File: config.mk
export PLATFORM = sky130hd
export DESIGN_NAME = irq_rot_resolver
export DESIGN_NICKNAME = d
export VERILOG_FILES = /design/src/rtl/irq_rot_pkg.sv /design/src/rtl/rot_prio_scan.sv /design/src/rtl/svc_filter.sv /design/src/rtl/irq_rot_resolver.sv
export SDC_FILE = /design/constraint.sdc
export NUM_CORES = 1
export LEC_CHECK = 0
export BUFFER_PORTS_ARGS = -buffer_cell sky130_fd_sc_hd__clkbuf_2
export CAP_MARGIN = 40
export CORE_MARGIN = 4
export CORE_UTILIZATION = 58
export CTS_CLUSTER_DIAMETER = 80
export DETAILED_ROUTE_END_ITERATION = 16
export PLACE_DENSITY = 0.83
export SKIP_LAST_GASP = 1
export SYNTH_ARGS = -nofsm -noshare
export SYNTH_HDL_FRONTEND = slang
export SYNTH_HIERARCHICAL = 1
export SYNTH_SLANG_ARGS = --single-unit
File: constraint.sdc
create_clock -name clk -period 4.2 [get_ports clk]
set_input_delay 0.84 -clock clk [delete_from_list [all_inputs] [get_ports clk]]
set_output_delay 0.84 -clock clk [all_outputs]
set_load 0.01 [all_outputs]
File: src/rtl/irq_rot_pkg.sv
package irq_rot_pkg;
    localparam int unsigned IRQ_LINES   = 8;
    localparam int unsigned IRQ_CASCADE = 2;
endpackage

File: src/rtl/rot_prio_scan.sv
module rot_prio_scan #(
    parameter int unsigned NL = 8,
    localparam int unsigned IW = $clog2(NL)
) (
    input  logic [NL-1:0] vec_i,
    input  logic [IW-1:0] base_i,
    output logic [IW:0]   prio_o
);
    logic [IW-1:0] idx;

    always_comb begin
        prio_o = (IW+1)'(NL);
        idx    = '0;
        for (int k = NL - 1; k >= 0; k--) begin
            idx = base_i + IW'(k);
            if (vec_i[idx]) prio_o = (IW+1)'(k);
        end
    end
endmodule

File: src/rtl/svc_filter.sv
module svc_filter #(
    parameter int unsigned NL = 8,
    parameter int unsigned CASCADE = 2
) (
    input  logic [NL-1:0] svc_i,
    input  logic          exempt_i,
    output logic [NL-1:0] svc_o
);
    always_comb begin
        svc_o = svc_i;
        if (exempt_i) svc_o[CASCADE] = 1'b0;
    end
endmodule

File: src/rtl/irq_rot_resolver.sv
module irq_rot_resolver
    import irq_rot_pkg::*;
#(
    parameter int unsigned NL      = IRQ_LINES,
    parameter int unsigned CASCADE = IRQ_CASCADE,
    localparam int unsigned IW     = $clog2(NL),
    localparam int unsigned NSCAN  = 3
) (
    input  logic          clk,
    input  logic          rst_n,
    input  logic [NL-1:0] req_i,
    input  logic [NL-1:0] svc_i,
    input  logic [NL-1:0] mask_i,
    input  logic [IW-1:0] base_i,
    input  logic          nested_i,
    input  logic          master_i,
    input  logic [NL-1:0] probe_vec_i,
    output logic          irq_valid_o,
    output logic [IW-1:0] irq_line_o,
    output logic [IW:0]   probe_prio_o
);
    typedef struct packed {
        logic          valid;
        logic [IW-1:0] line;
        logic [IW:0]   probe;
    } res_t;

    localparam res_t RES_RST = '{valid: 1'b0, line: '0, probe: (IW+1)'(NL)};

    logic [NL-1:0] svc_eff;
    logic [NL-1:0] scan_vec [NSCAN];
    logic [IW:0]   scan_prio [NSCAN];
    res_t          res_d, res_q;

    svc_filter #(.NL(NL), .CASCADE(CASCADE)) u_svc_filter (
        .svc_i    (svc_i),
        .exempt_i (nested_i & master_i),
        .svc_o    (svc_eff)
    );

    assign scan_vec[0] = req_i & ~mask_i;
    assign scan_vec[1] = svc_eff;
    assign scan_vec[2] = probe_vec_i;

    for (genvar g = 0; g < NSCAN; g++) begin : g_scan
        rot_prio_scan #(.NL(NL)) u_scan (
            .vec_i  (scan_vec[g]),
            .base_i (base_i),
            .prio_o (scan_prio[g])
        );
    end

    always_comb begin
        res_d       = RES_RST;
        res_d.probe = scan_prio[2];
        if (scan_prio[0] < scan_prio[1]) begin
            res_d.valid = 1'b1;
            res_d.line  = scan_prio[0][IW-1:0] + base_i;
        end
    end

    always_ff @(posedge clk) begin
        if (!rst_n) res_q <= RES_RST;
        else        res_q <= res_d;
    end

    assign irq_valid_o  = res_q.valid;
    assign irq_line_o   = res_q.line;
    assign probe_prio_o = res_q.probe;

    // Checker state: cycles seen since reset, and a bundle of all inputs
    logic       seen1_q, seen2_q;
    logic [4*NL+IW+1:0] in_bus;
    assign in_bus = {req_i, svc_i, mask_i, base_i, nested_i, master_i, probe_vec_i};

    always_ff @(posedge clk) begin
        if (!rst_n) begin
            seen1_q <= 1'b0;
            seen2_q <= 1'b0;
        end else begin
            seen1_q <= 1'b1;
            seen2_q <= seen1_q;
        end
    end

    // idle means line zero
    a_r8_idle_line_zero: assert property (@(posedge clk) disable iff (!rst_n)
        !irq_valid_o |-> irq_line_o == '0);

    // a raised line was an unmasked request in the previous cycle
    a_r3_winner_unmasked: assert property (@(posedge clk) disable iff (!rst_n)
        (seen1_q && irq_valid_o) |-> |($past(req_i & ~mask_i) & (NL'(1) << irq_line_o)));

    // an in-service line at priority zero blocks everything
    a_r4_top_svc_blocks: assert property (@(posedge clk) disable iff (!rst_n)
        (seen1_q && $past(svc_i[base_i])
         && !($past(nested_i & master_i) && $past(base_i) == IW'(CASCADE)))
        |-> !irq_valid_o);

    // empty probe vector reports NL
    a_r2_probe_empty: assert property (@(posedge clk) disable iff (!rst_n)
        (seen1_q && $past(probe_vec_i) == '0) |-> probe_prio_o == (IW+1)'(NL));

    // unchanged inputs give unchanged outputs
    a_r7_hold: assert property (@(posedge clk) disable iff (!rst_n)
        (seen2_q && $past(in_bus) == $past(in_bus, 2))
        |-> ($stable(irq_valid_o) && $stable(irq_line_o) && $stable(probe_prio_o)));
endmodule

Word level (Yosys, flattened, before mapping)

Index checks and enable logic that the tools add are counted.

Flip-flop bits (word level): 8
Latch bits: 0
RAM bits: 0
Memory bits (read-only): 0
Input port bits: 39
Logic and storage cells: 105
Memories: 0

$add $sub $neg: 8
Multiply operators: 0
Div/mod/pow operators: 0
Order comparisons: 9
Equal/unequal tests: 0
Shifts and indexed selects: 0
Multiplexer cells: 74
Bitwise logic cells: 4
Reductions and logical operators: 4

Operator list:

| cell                                               | number |
|---|---|
| two-way mux 4 bit                                  | 25 |
| binary-select mux 1 bit (select 3 bit)             | 24 |
| < comparator 3 x 4 -> 1 bit, second input constant | 8 |
| two-way mux 1 bit                                  | 25 |
| adder 3 bit, second input constant                 | 4 |
| AND 8 bit                                          | 1 |
| inverter 8 bit                                     | 1 |
| adder 3 x 2 -> 3 bit, second input constant        | 2 |
| OR reduction 5 bit                                 | 1 |
| < comparator 4 bit                                 | 1 |
| adder 3 x 1 -> 3 bit, second input constant        | 1 |
| adder 3 bit                                        | 1 |
| OR reduction 3 bit                                 | 1 |
| AND reduction 2 bit                                | 1 |
| OR reduction 2 bit                                 | 1 |
| AND 1 bit                                          | 1 |
| inverter 1 bit                                     | 1 |

Logic depth before layout (Yosys ltp)

Gate-level depths: netlist (run 1).

Depth in word-level cells: 14
Depth in mapped cells: 16
Gate-level depth less buffers: 13

By module

The synthesis (run 1) kept the hierarchy.

Modules (own cells, without submodules):

| module           | times used | cells an instance | area each (um^2) | seq. area each (um^2) |
|---|---|---|---|---|
| rot_prio_scan    | 3          | 63                | 688.2            | 0.0 |
| irq_rot_resolver | 1          | 44                | 421.7            | 160.2 |
| svc_filter       | 1          | 8                 | 66.3             | 0.0 |

Worst setup path before layout (run 1)

OpenSTA, ideal clock, no wires.

Path kind: in2reg
Start: input port base_i[0]
End: register res_q (netlist bit irq_line_o[2])
Setup time: 120 ps
Arrival time: 3678 ps
Required time: 4080 ps
Path slack: 402 ps
Cell stages on the path: 15
Buffers on the path: 3
Path through: buf_6 -> buf_12 -> inv_1 -> ha_1 -> buf_6 -> mux2_2 -> mux4_1 -> nor3_1 -> a21oi_1 -> o22ai_1 -> inv_1 -> fa_1 -> xnor2_1 -> xnor2_1 -> nor2_2

RTL lines:

| item                 | line                   | text |
|---|---|---|
| start, declared      | irq_rot_resolver.sv:14 | `input logic [IW-1:0] base_i,` |
| end signal, assigned | irq_rot_resolver.sv:64 | `else res_q <= res_d;` |
| end, declared        | irq_rot_resolver.sv:33 | `res_t res_d, res_q;` |

==> results of run 1 <==
## final cells by class
| class | count | area [um^2] |
|---|---|---|
| timing repair buffer | 54 | 290 |
| clock buffer | 3 | 41.3 |
| multi-input combinational | 200 | 2140 |
| fill | 325 | 1360 |
| inverter | 14 | 52.6 |
| sequential | 8 | 160 |
| tap | 50 | 62.6 |
## power groups by stage
stage	clock, mW	combinational (mW)	sequential, mW
final	0.0866	0.403	0.0931
after floorplan	0	0.314	0.102
after global placement	0	0.384	0.0940
after CTS	0.0892	0.401	0.0935
after detailed placement	0	0.399	0.0948
after global routing	0.0941	0.439	0.0945
## cells in the mapped netlist, drive strengths merged
| library cell | n |
|---|---|
| nand2 | 13 |
| a22oi | 3 |
| o22ai | 6 |
| a32o | 3 |
| nor2 | 18 |
| a21oi | 3 |
| nand2b | 1 |
| dfxtp | 8 |
| buf | 19 |
| o211ai | 2 |
| and2 | 7 |
| xnor2 | 5 |
| mux2i | 30 |
| xor2 | 3 |
| fa | 1 |
| inv | 14 |
| nor3 | 3 |
| mux4 | 24 |
| mux2 | 45 |
| nor2b | 15 |
| ha | 10 |
| nor3b | 1 |
| and3 | 3 |
| a31oi | 3 |
| and2b | 1 |
## worst paths after layout
| kind | from | to | slack, ps | depth (start not counted) |
|---|---|---|---|---|
| hold / removal | rst_n | probe_prio_o[3] | 830 | 2 |
| setup / recovery | base_i[1] | irq_line_o[2] | 440 | 13 |
## routing by layer
layer | vias up | global-route usage (%) | wire length, um
li1 | 997 | - | -
met1 | 1004 | 26.4 | 2470
met3 | 8 | 1.89 | 192
met4 | 0 | 3.36 | 50
met5 | - | 0 | 0
met2 | 56 | 35.6 | 2750
## cells by family (layout without fill, tap and decap cells)
group / after synthesis / in the layout / synth area share [%]
AO/OA/AOI/OAI: 20 / 20 / 5.83
XOR/XNOR: 8 / 8 / 2.75
adder cells (fa/ha/maj): 11 / 11 / 5.69
buffers and inverters: 33 / 71 / 9.71
flip-flops: 8 / 8 / 6.27
multiplexers: 99 / 99 / 55.9
AND/OR/NAND/NOR: 62 / 62 / 13.9
## stage by stage
stage / std cells / setup slack, ps / cell area, um^2 / hold slack (ps) / util, %
CTS: 329 / 441 / 2750 / 832 / 66.9
global placement: 326 / 354 / 2710 / 1050 / 65.9
floorplan: 241 / 402 / 2550 / 913 / -
global route: 329 / 290 / 2750 / 832 / 66.9
detailed placement: 326 / 207 / 2710 / 1060 / 65.9
finish: 329 / 439 / 2750 / 827 / 66.9
## placed cells by master (no fill, tap or decap), types with 2 or more instances in the layout
master and n:
sky130_fd_sc_hd__clkbuf_2 46, sky130_fd_sc_hd__mux2_2 39, sky130_fd_sc_hd__mux2i_1 30, sky130_fd_sc_hd__mux4_1 18, sky130_fd_sc_hd__inv_1 14, sky130_fd_sc_hd__nor2b_1 14, sky130_fd_sc_hd__nand2_1 13, sky130_fd_sc_hd__nor2_1 11
sky130_fd_sc_hd__ha_1 10, sky130_fd_sc_hd__buf_4 8, sky130_fd_sc_hd__dfxtp_1 8, sky130_fd_sc_hd__and2_1 7, sky130_fd_sc_hd__mux4_2 6, sky130_fd_sc_hd__o22ai_1 6, sky130_fd_sc_hd__xnor2_1 5, sky130_fd_sc_hd__nor2_2 4
sky130_fd_sc_hd__clkbuf_8 3, sky130_fd_sc_hd__mux2_1 3, sky130_fd_sc_hd__mux2_4 3, sky130_fd_sc_hd__nor2_4 3, sky130_fd_sc_hd__nor3_1 3, sky130_fd_sc_hd__and3_1 3, sky130_fd_sc_hd__a32o_1 3, sky130_fd_sc_hd__a21oi_1 3
sky130_fd_sc_hd__xor2_1 3, sky130_fd_sc_hd__a22oi_1 3, sky130_fd_sc_hd__a31oi_1 3, sky130_fd_sc_hd__o211ai_2 2
## registers in the layout, summed over array words and instances, names as in the netlist
name,count
irq_line_o,3
irq_valid_o,1
probe_prio_o,4
==> impl_results.md, run 1 <==
* Pin count of the biggest net entering global routing at 24
* Overall routed net length at 5.46 mm
* Share of the cycle needed by the critical path after routing at 89.5%
* Gate Count Post-Synth at 241
* Clock Tree Root: sky130_fd_sc_hd__clkbuf_8
* Number of hold buffers added after CTS at 0
* Timing-limited maximum frequency at 266 MHz
* Relative area change from synthesis to final layout at 7.79%
* Internal power component at 0.354 mW
* Worst min-delay path class: input port to register
* WP data required at 4300 ps
* Leakage power figure at 1.27 nW
* Top cell type's share of synthesized area at 18.5%
* Number of diodes at 0
* Total via count after detailed routing at 2065
* Unrepaired setup endpoints after global routing: false
* Overall global routing resource usage at 19.9%
* Initial DRC count at 94
* Total Neg Setup Slack at 0 ps
* Max FO, Critical Path at 5
* List of cells traversed by the critical path: clkbuf_2 -> inv_1 -> ha_1 -> mux2_2 -> mux4_1 -> nor3_1 -> a21oi_1 -> o22ai_1 -> inv_1 -> fa_1 -> xnor2_1 -> xnor2_1 -> nor2_2
* Initial Utilization at 62.0%
* Seq/Total Area, Yosys at 6.27%
* Number of placement rows at 23
* Final setup violation count at 0
* Clock buffers created by TritonCTS at 3
* Number of antenna violations at the first check in global routing at 0
* Total half-perimeter wirelength after legalization and detailed placement at 4.41 mm
* Result of the run: completed
* Hold Vio Cnt, Final at 0
* Cell variety after synth at 34
* WL per Instance at 16.6 um
* Yosys Warn Count at 6
* First-pass GRT wire length at 8.91 mm
* Synth area leader: sky130_fd_sc_hd__mux4_1
* Area of the placeable core at 4120 um^2
* Slew margin rel. at 64.0%
* Portion of total power attributed to sequential cells at 16.0%
* Final number of max-transition violations at 0
* Summed instance area of the synthesized netlist at 2550 um^2
* Total DRC errors in the routed layout at 0
* Top Ports at 47
* Data arrival time of the critical path at 3860 ps
* Die outline width at 74.3 um
* Pre-Repair DR Iteration Count at 4
* Standard cell with the maximum stage delay on the critical path: sky130_fd_sc_hd__mux4_1
* Post-route ant nets at 0
* Time the final worst path needs with I/O delays and setup at 3760 ps
* Maximum root-to-sink buffer count at 2
* Crit-path leading delay family: multiplexers
* Number of global-route vias before repair at 1979
* Switching component of the power at 0.229 mW
* Clock tree sinks at 8
* Switching power as a share of total power at 39.2%
* Crit path capture type: register
* Total die area at 5530 um^2
* Total gr overflow at 0
* Post-route total power at 0.583 mW
* Clock H-tree levels at 1
* Register bit count reported by yosys at 8
* Worst Tran Pin Value at 540 ps
* Worst path buffer plus inverter count at 3
* TritonCTS clock tree: yes
* Clk network pwr share at 14.9%
* Number of buffer cells added on primary ports at 46
* Net count of the finished layout at 331
* Cts repair resizes at 0
* Via-to-Cell Ratio at 6.28
* Clock slew at the register clock pins of the worst setup and hold paths at 40 ps
* Power Density at 212 nW/um^2
* Ranking of synthesized cells by area: sky130_fd_sc_hd__mux4_1, sky130_fd_sc_hd__mux2_2, sky130_fd_sc_hd__mux2i_1, sky130_fd_sc_hd__dfxtp_1, sky130_fd_sc_hd__mux4_2
* Vertical die dimension at 74.3 um
* Kind of launch point of the worst setup path: input port
* Syn_nets at 291
* Largest incremental delay on the critical path at 560 ps
* Category of the most critical setup path: input port to register
* MaxCap Viol Count at 0
* Mean instance size in the synthesized netlist at 10.6 um^2
* Post CTS Setup Buffer Count at 0
* Share of cells above drive strength 1 at 41.6%
* Placer's final routability congestion estimate at 0.876
* Combinational Power Share at 69.2%
* Worst ir drop on vdd at 0.131 mV
(Power assumes the default switching activity.)
==> inputs of run 2 (changes only) <==
--- a/config.mk
+++ b/config.mk
@@ -12,6 +12,7 @@
 export CTS_CLUSTER_DIAMETER = 80
 export DETAILED_ROUTE_END_ITERATION = 16
 export PLACE_DENSITY = 0.83
+export RECOVER_POWER = 25
 export SKIP_LAST_GASP = 1
 export SYNTH_ARGS = -nofsm -noshare
 export SYNTH_HDL_FRONTEND = slang
==> run 2 against run 1 <==
Worst setup slack about the same. Largest cell class unchanged. Sequential cell count did not move. First-iteration DRC count unchanged. Clock-buffer cell count unchanged. Sequential share of layout area barely moved. Final area down 0.18%. Critical path type unchanged. Die area unchanged. Total power is 0.27% lower. Utilization decreased by 0.12 points. Clock power about the same.
==> impl_results.md, run 2 (synthesis gave the netlist of run 1 again) <==
* Clock tree sinks at 8 (unchanged)
* Leakage power figure at 1.26 nW (was 1.27 nW)
* Timing-limited maximum frequency at 266 MHz (about the same)
* Top Ports at 47 (unchanged)
* Routed length on met1 at 2.47 mm (about the same)
* Worst ir drop on vdd at 0.128 mV (was 0.131 mV)
* Clock H-tree levels at 1 (unchanged)
* Initial Utilization at 62.0% (unchanged)
* Kind of launch point of the worst setup path: input port (unchanged)
* Net count of the finished layout at 331 (unchanged)
* Standard cell with the maximum stage delay on the critical path: sky130_fd_sc_hd__mux4_1 (unchanged)
* Die outline width at 74.3 um (unchanged)
* Final setup violation count at 0 (unchanged)
* TritonCTS clock tree: yes (unchanged)
* Worst path buffer plus inverter count at 3 (unchanged)
* Vertical die dimension at 74.3 um (unchanged)
* Final number of max-transition violations at 0 (unchanged)
* Unrepaired setup endpoints after global routing: false (unchanged)
* Share of cells above drive strength 1 at 40.1% (was 41.6%)
* Power Density at 212 nW/um^2 (about the same)
* Number of fillers in the final layout at 329 (was 325)
* Pin count of the biggest net entering global routing at 24 (unchanged)
* Commonest non-fill, non-tap cell in the layout: sky130_fd_sc_hd__clkbuf_2 (unchanged)
* Total met3 wirelength after detailed routing at 207 um (was 192 um)
* WL per Instance at 16.6 um (about the same)
* Number of placement rows at 23 (unchanged)
* Number of global-route vias before repair at 1979 (unchanged)
* Result of the run: completed (unchanged)
* Top library cells by usage in the layout, fill and taps aside: sky130_fd_sc_hd__clkbuf_2, sky130_fd_sc_hd__mux2_2, sky130_fd_sc_hd__mux2i_1 (unchanged)
* Placer's final routability congestion estimate at 0.876 (unchanged)
* Post CTS Setup Buffer Count at 0 (unchanged)
* Largest incremental delay on the critical path at 560 ps (about the same)
* Total via count after detailed routing at 2051 (was 2065)
* Worst Tran Pin Value at 537 ps (was 540 ps)
* First-pass GRT wire length at 8.91 mm (unchanged)
* Worst setup slack before clock tree synthesis at 207 ps (unchanged)
* MaxCap Viol Count at 0 (unchanged)
* Total Neg Setup Slack at 0 ps (unchanged)
* Overall global routing resource usage at 19.9% (unchanged)
* Total DRC errors in the routed layout at 0 (unchanged)
* Share of the cycle needed by the critical path after routing at 89.5% (about the same)
* Number of hold buffers added after CTS at 0 (unchanged)
* Initial DRC count at 94 (unchanged)
* Cts repair resizes at 0 (unchanged)
* Number of buffer cells added on primary ports at 46 (unchanged)
* Pre-Repair DR Iteration Count at 4 (unchanged)
* Met2 WL post-DR at 2.73 mm (was 2.75 mm)
* Uppermost layer routed: met4 (unchanged)
* Area of the placeable core at 4120 um^2 (unchanged)
* Crit path capture type: register (unchanged)
* Hold Vio Cnt, Final at 0 (unchanged)
* Register area at 160 um^2 (unchanged)
* Overall routed net length at 5.46 mm (about the same)
* Relative area change from synthesis to final layout at 7.60% (was 7.79%)
* Clock slew at the register clock pins of the worst setup and hold paths at 40 ps (about the same)
* Total gr overflow at 0 (unchanged)
* Data arrival time of the critical path at 3860 ps (about the same)
* Total die area at 5530 um^2 (unchanged)
* Maximum root-to-sink buffer count at 2 (unchanged)
* Number of antenna violations at the first check in global routing at 0 (unchanged)
* Max FFs per register at 4 (unchanged)
* Multi-input gate area at 2140 um^2 (unchanged)
* Number of diodes at 0 (unchanged)
* Crit path setup slack, layout at 439 ps (about the same)
* Via-to-Cell Ratio at 6.23 (was 6.28)
* Clock Tree Root: sky130_fd_sc_hd__clkbuf_8 (unchanged)
* Worst min-delay path class: input port to register (unchanged)
* Core utilization of the finished layout at 66.7% (was 66.9%)
* Time the final worst path needs with I/O delays and setup at 3760 ps (about the same)
* Total half-perimeter wirelength after legalization and detailed placement at 4.41 mm (unchanged)
* WP data required at 4300 ps (about the same)
* Slew margin rel. at 64.2% (was 64.0%)
* List of cells traversed by the critical path: clkbuf_2 -> inv_1 -> ha_1 -> mux2_2 -> mux4_1 -> nor3_1 -> a21oi_1 -> o22ai_1 -> inv_1 -> fa_1 -> xnor2_1 -> xnor2_1 -> nor2_2 (unchanged)
* Post-route ant nets at 0 (unchanged)
* Max FO, Critical Path at 5 (unchanged)
* Category of the most critical setup path: input port to register (unchanged)
* Clock buffers created by TritonCTS at 3 (unchanged)
* Crit-path leading delay family: multiplexers (unchanged)
==> run 2: metal layers <==
layer	track usage, %	up-vias
li1	-	994
met2	35.6	55
met1	26.4	994
met3	1.89	8
met4	3.36	0
met5	0	-
==> run 2: power by group <==
group          switching, mW  internal (mW)
sequential           0.00309         0.0899
clock                 0.0250         0.0616
combinational          0.200          0.202
==> run 2: worst paths after layout <==
kind / from / end / slack (ps) / depth (start not counted)
min: rst_n / probe_prio_o[3] / 830 / 2
max: base_i[1] / irq_line_o[2] / 440 / 13
==> run 2: area by class of cell <==
| cell class | count | area share (%) |
|---|---|---|
| Tap cell | 50 | 2.28 |
| Sequential cell | 8 | 5.83 |
| Inverter | 14 | 1.91 |
| Clock buffer | 3 | 1.50 |
| Multi-Input combinational cell | 200 | 78.1 |
| Timing Repair Buffer | 54 | 10.4 |
==> run 2: stage by stage <==
step | hold WS, ps | area (um^2) | total power, mW | instances
2_1_floorplan | 913 | 2550 | 0.416 | 241
3_3_place_gp | 1050 | 2710 | 0.478 | 326
3_5_place_dp | 1060 | 2710 | 0.494 | 326
4_1_cts | 832 | 2750 | 0.583 | 329
5_1_grt | 832 | 2750 | 0.627 | 329
6_report | 827 | 2750 | 0.581 | 329
==> inputs of run 3 (changes only) <==
--- a/config.mk
+++ b/config.mk
@@ -8,11 +8,13 @@
 export BUFFER_PORTS_ARGS = -buffer_cell sky130_fd_sc_hd__clkbuf_2
 export CAP_MARGIN = 40
 export CORE_MARGIN = 4
-export CORE_UTILIZATION = 58
+export CORE_UTILIZATION = 59
+export CTS_BUF_LIST = sky130_fd_sc_hd__clkbuf_8
 export CTS_CLUSTER_DIAMETER = 80
 export DETAILED_ROUTE_END_ITERATION = 16
-export PLACE_DENSITY = 0.83
+export PLACE_DENSITY = 0.84
 export RECOVER_POWER = 25
+export REMOVE_ABC_BUFFERS = 1
 export SKIP_LAST_GASP = 1
 export SYNTH_ARGS = -nofsm -noshare
 export SYNTH_HDL_FRONTEND = slang
==> run 3 against run 2 <==
Critical path depth unchanged. Final area down 0.27%. Routed wire length up 1.2%. Die area down 1.5%. Via count about the same. Critical path type unchanged.
==> impl_results.md, run 3 (synthesis gave the netlist of run 1 again) <==
* Result of the run: completed (unchanged)
* Via-to-Cell Ratio at 6.26 (was 6.23)
* Largest incremental delay on the critical path at 530 ps (was 560 ps)
* Placer's final routability congestion estimate at 0.822 (was 0.876)
* Total DRC errors in the routed layout at 0 (unchanged)
* Share of the cycle needed by the critical path after routing at 90.4% (was 89.5%)
* Clock buffers created by TritonCTS at 3 (unchanged)
* Vertical die dimension at 73.8 um (was 74.3 um)
* Crit-path leading delay family: multiplexers (unchanged)
* Depth of the critical timing path with buffers and inverters included at 13 (unchanged)
* Top library cells by usage in the layout, fill and taps aside: sky130_fd_sc_hd__clkbuf_2, sky130_fd_sc_hd__mux2_2, sky130_fd_sc_hd__mux2i_1 (unchanged)
* Total half-perimeter wirelength after legalization and detailed placement at 4.37 mm (was 4.41 mm)
* Crit path capture type: register (unchanged)
* Timing-limited maximum frequency at 263 MHz (was 266 MHz)
* Number of buffer cells added on primary ports at 46 (unchanged)
* Critical path destination: irq_line_o[2] (unchanged)
* Worst ir drop on vdd at 0.0973 mV (was 0.128 mV)
* Final setup violation count at 0 (unchanged)
* Number of hold buffers added after CTS at 0 (unchanged)
* Hold Vio Cnt, Final at 0 (unchanged)
* Total Neg Setup Slack at 0 ps (unchanged)
* Slew margin rel. at 66.6% (was 64.2%)
* Post-route total power at 0.584 mW (was 0.581 mW)
* Category of the most critical setup path: input port to register (unchanged)
* Number of antenna violations at the first check in global routing at 0 (unchanged)
* Top Ports at 47 (unchanged)
* Number of diodes at 0 (unchanged)
* Clock slew at the register clock pins of the worst setup and hold paths at 40 ps (about the same)
* Worst path buffer plus inverter count at 3 (unchanged)
* Net count of the finished layout at 330 (was 331)
* List of cells traversed by the critical path: clkbuf_2 -> inv_1 -> ha_1 -> mux2_2 -> mux4_1 -> nor3_1 -> a21oi_1 -> o22ai_1 -> inv_1 -> fa_1 -> xnor2_1 -> xnor2_1 -> nor2_2 (unchanged)
* Worst min-delay path class: input port to register (unchanged)
* Time the final worst path needs with I/O delays and setup at 3800 ps (was 3760 ps)
* Pin count of the biggest net entering global routing at 31 (was 24)
* Commonest non-fill, non-tap cell in the layout: sky130_fd_sc_hd__clkbuf_2 (unchanged)
* Post-route ant nets at 0 (unchanged)
* Leakage power figure at 1.25 nW (was 1.26 nW)
* Post CTS Setup Buffer Count at 0 (unchanged)
* Total gr overflow at 0 (unchanged)
* First-pass GRT wire length at 9.38 mm (was 8.91 mm)
* Total die area at 5440 um^2 (was 5530 um^2)
* TritonCTS clock tree: yes (unchanged)
* Initial Utilization at 62.5% (was 62.0%)
* Number of global-route vias before repair at 1983 (was 1979)
* Overall routed net length at 5.52 mm (was 5.46 mm)
* Share of cells above drive strength 1 at 39.9% (was 40.1%)
* Maximum root-to-sink buffer count at 2 (unchanged)
* Total via count after detailed routing at 2052 (was 2051)
* Overall global routing resource usage at 21.2% (was 19.9%)
* Relative area change from synthesis to final layout at 7.30% (was 7.60%)
* Number of placement rows at 23 (unchanged)
* Clock H-tree levels at 1 (unchanged)
* Kind of launch point of the worst setup path: input port (unchanged)
* Clock Tree Root: sky130_fd_sc_hd__clkbuf_8 (unchanged)
* Max FFs per register at 4 (unchanged)
* Max FO, Critical Path at 9 (was 5)
* Area of the placeable core at 4090 um^2 (was 4120 um^2)
* Worst Tran Pin Value at 501 ps (was 537 ps)
* MaxCap Viol Count at 0 (unchanged)
* Unrepaired setup endpoints after global routing: false (unchanged)
* WL per Instance at 16.8 um (was 16.6 um)
* Standard cell with the maximum stage delay on the critical path: sky130_fd_sc_hd__mux4_1 (unchanged)
* Die outline width at 73.8 um (was 74.3 um)
* Cts repair resizes at 0 (unchanged)
* Clock tree sinks at 8 (unchanged)
* Power Density at 213 nW/um^2 (was 212 nW/um^2)
* WP data required at 4310 ps (was 4300 ps)
* Pre-Repair DR Iteration Count at 4 (unchanged)
* Final number of max-transition violations at 0 (unchanged)
* Start point of the critical path: base_i[1] (unchanged)
* Data arrival time of the critical path at 3900 ps (was 3860 ps)
* Initial DRC count at 98 (was 94)
## run 3: cell type report
class                      count  area (um^2)
clock buffer                   3         41.3
sequential                     8          160
inverter                      14         52.6
fill                         327         1350
tap                           50         62.6
timing repair buffer          53          278
multi-input combinational    200         2140
## run 3: how the worst min path moves through the flow
stage                      from         endpoint  slack, ps  depth (start not counted)
after CTS                 rst_n  probe_prio_o[3]        830                          2
after floorplan           rst_n  probe_prio_o[3]        910                          1
final                     rst_n  probe_prio_o[3]        830                          2
after global placement    rst_n  probe_prio_o[3]       1050                          2
after detailed placement  rst_n  probe_prio_o[3]       1060                          2
after global routing      rst_n  probe_prio_o[3]        850                          2
## run 3: power by group
part	switching, mW	internal [mW]	total (mW)
sequential	0.00279	0.0899	0.0927
combinational	0.202	0.201	0.403
clock	0.0263	0.0617	0.0881
total	0.231	0.353	0.584
## run 3: metal layers
metal	global-route usage [%]	share of wire, %	vias up
li1	-	-	993
met4	3.42	0.53	0
met1	28.5	44	1005
met5	0	0	-
met2	38.0	51	48
met3	1.23	4.2	6
## run 3: through the flow
step                      area [um^2]  utilization [%]  hold WS, ps  std cells  setup WS (ps)
final                            2740             67.0          830        328            404
after global routing             2740             67.0          848        328            285
after CTS                        2740             67.1          832        328            430
after detailed placement         2700             66.1         1060        325            211
after global placement           2700             66.1         1050        325            370
after floorplan                  2360                -          913        222            513
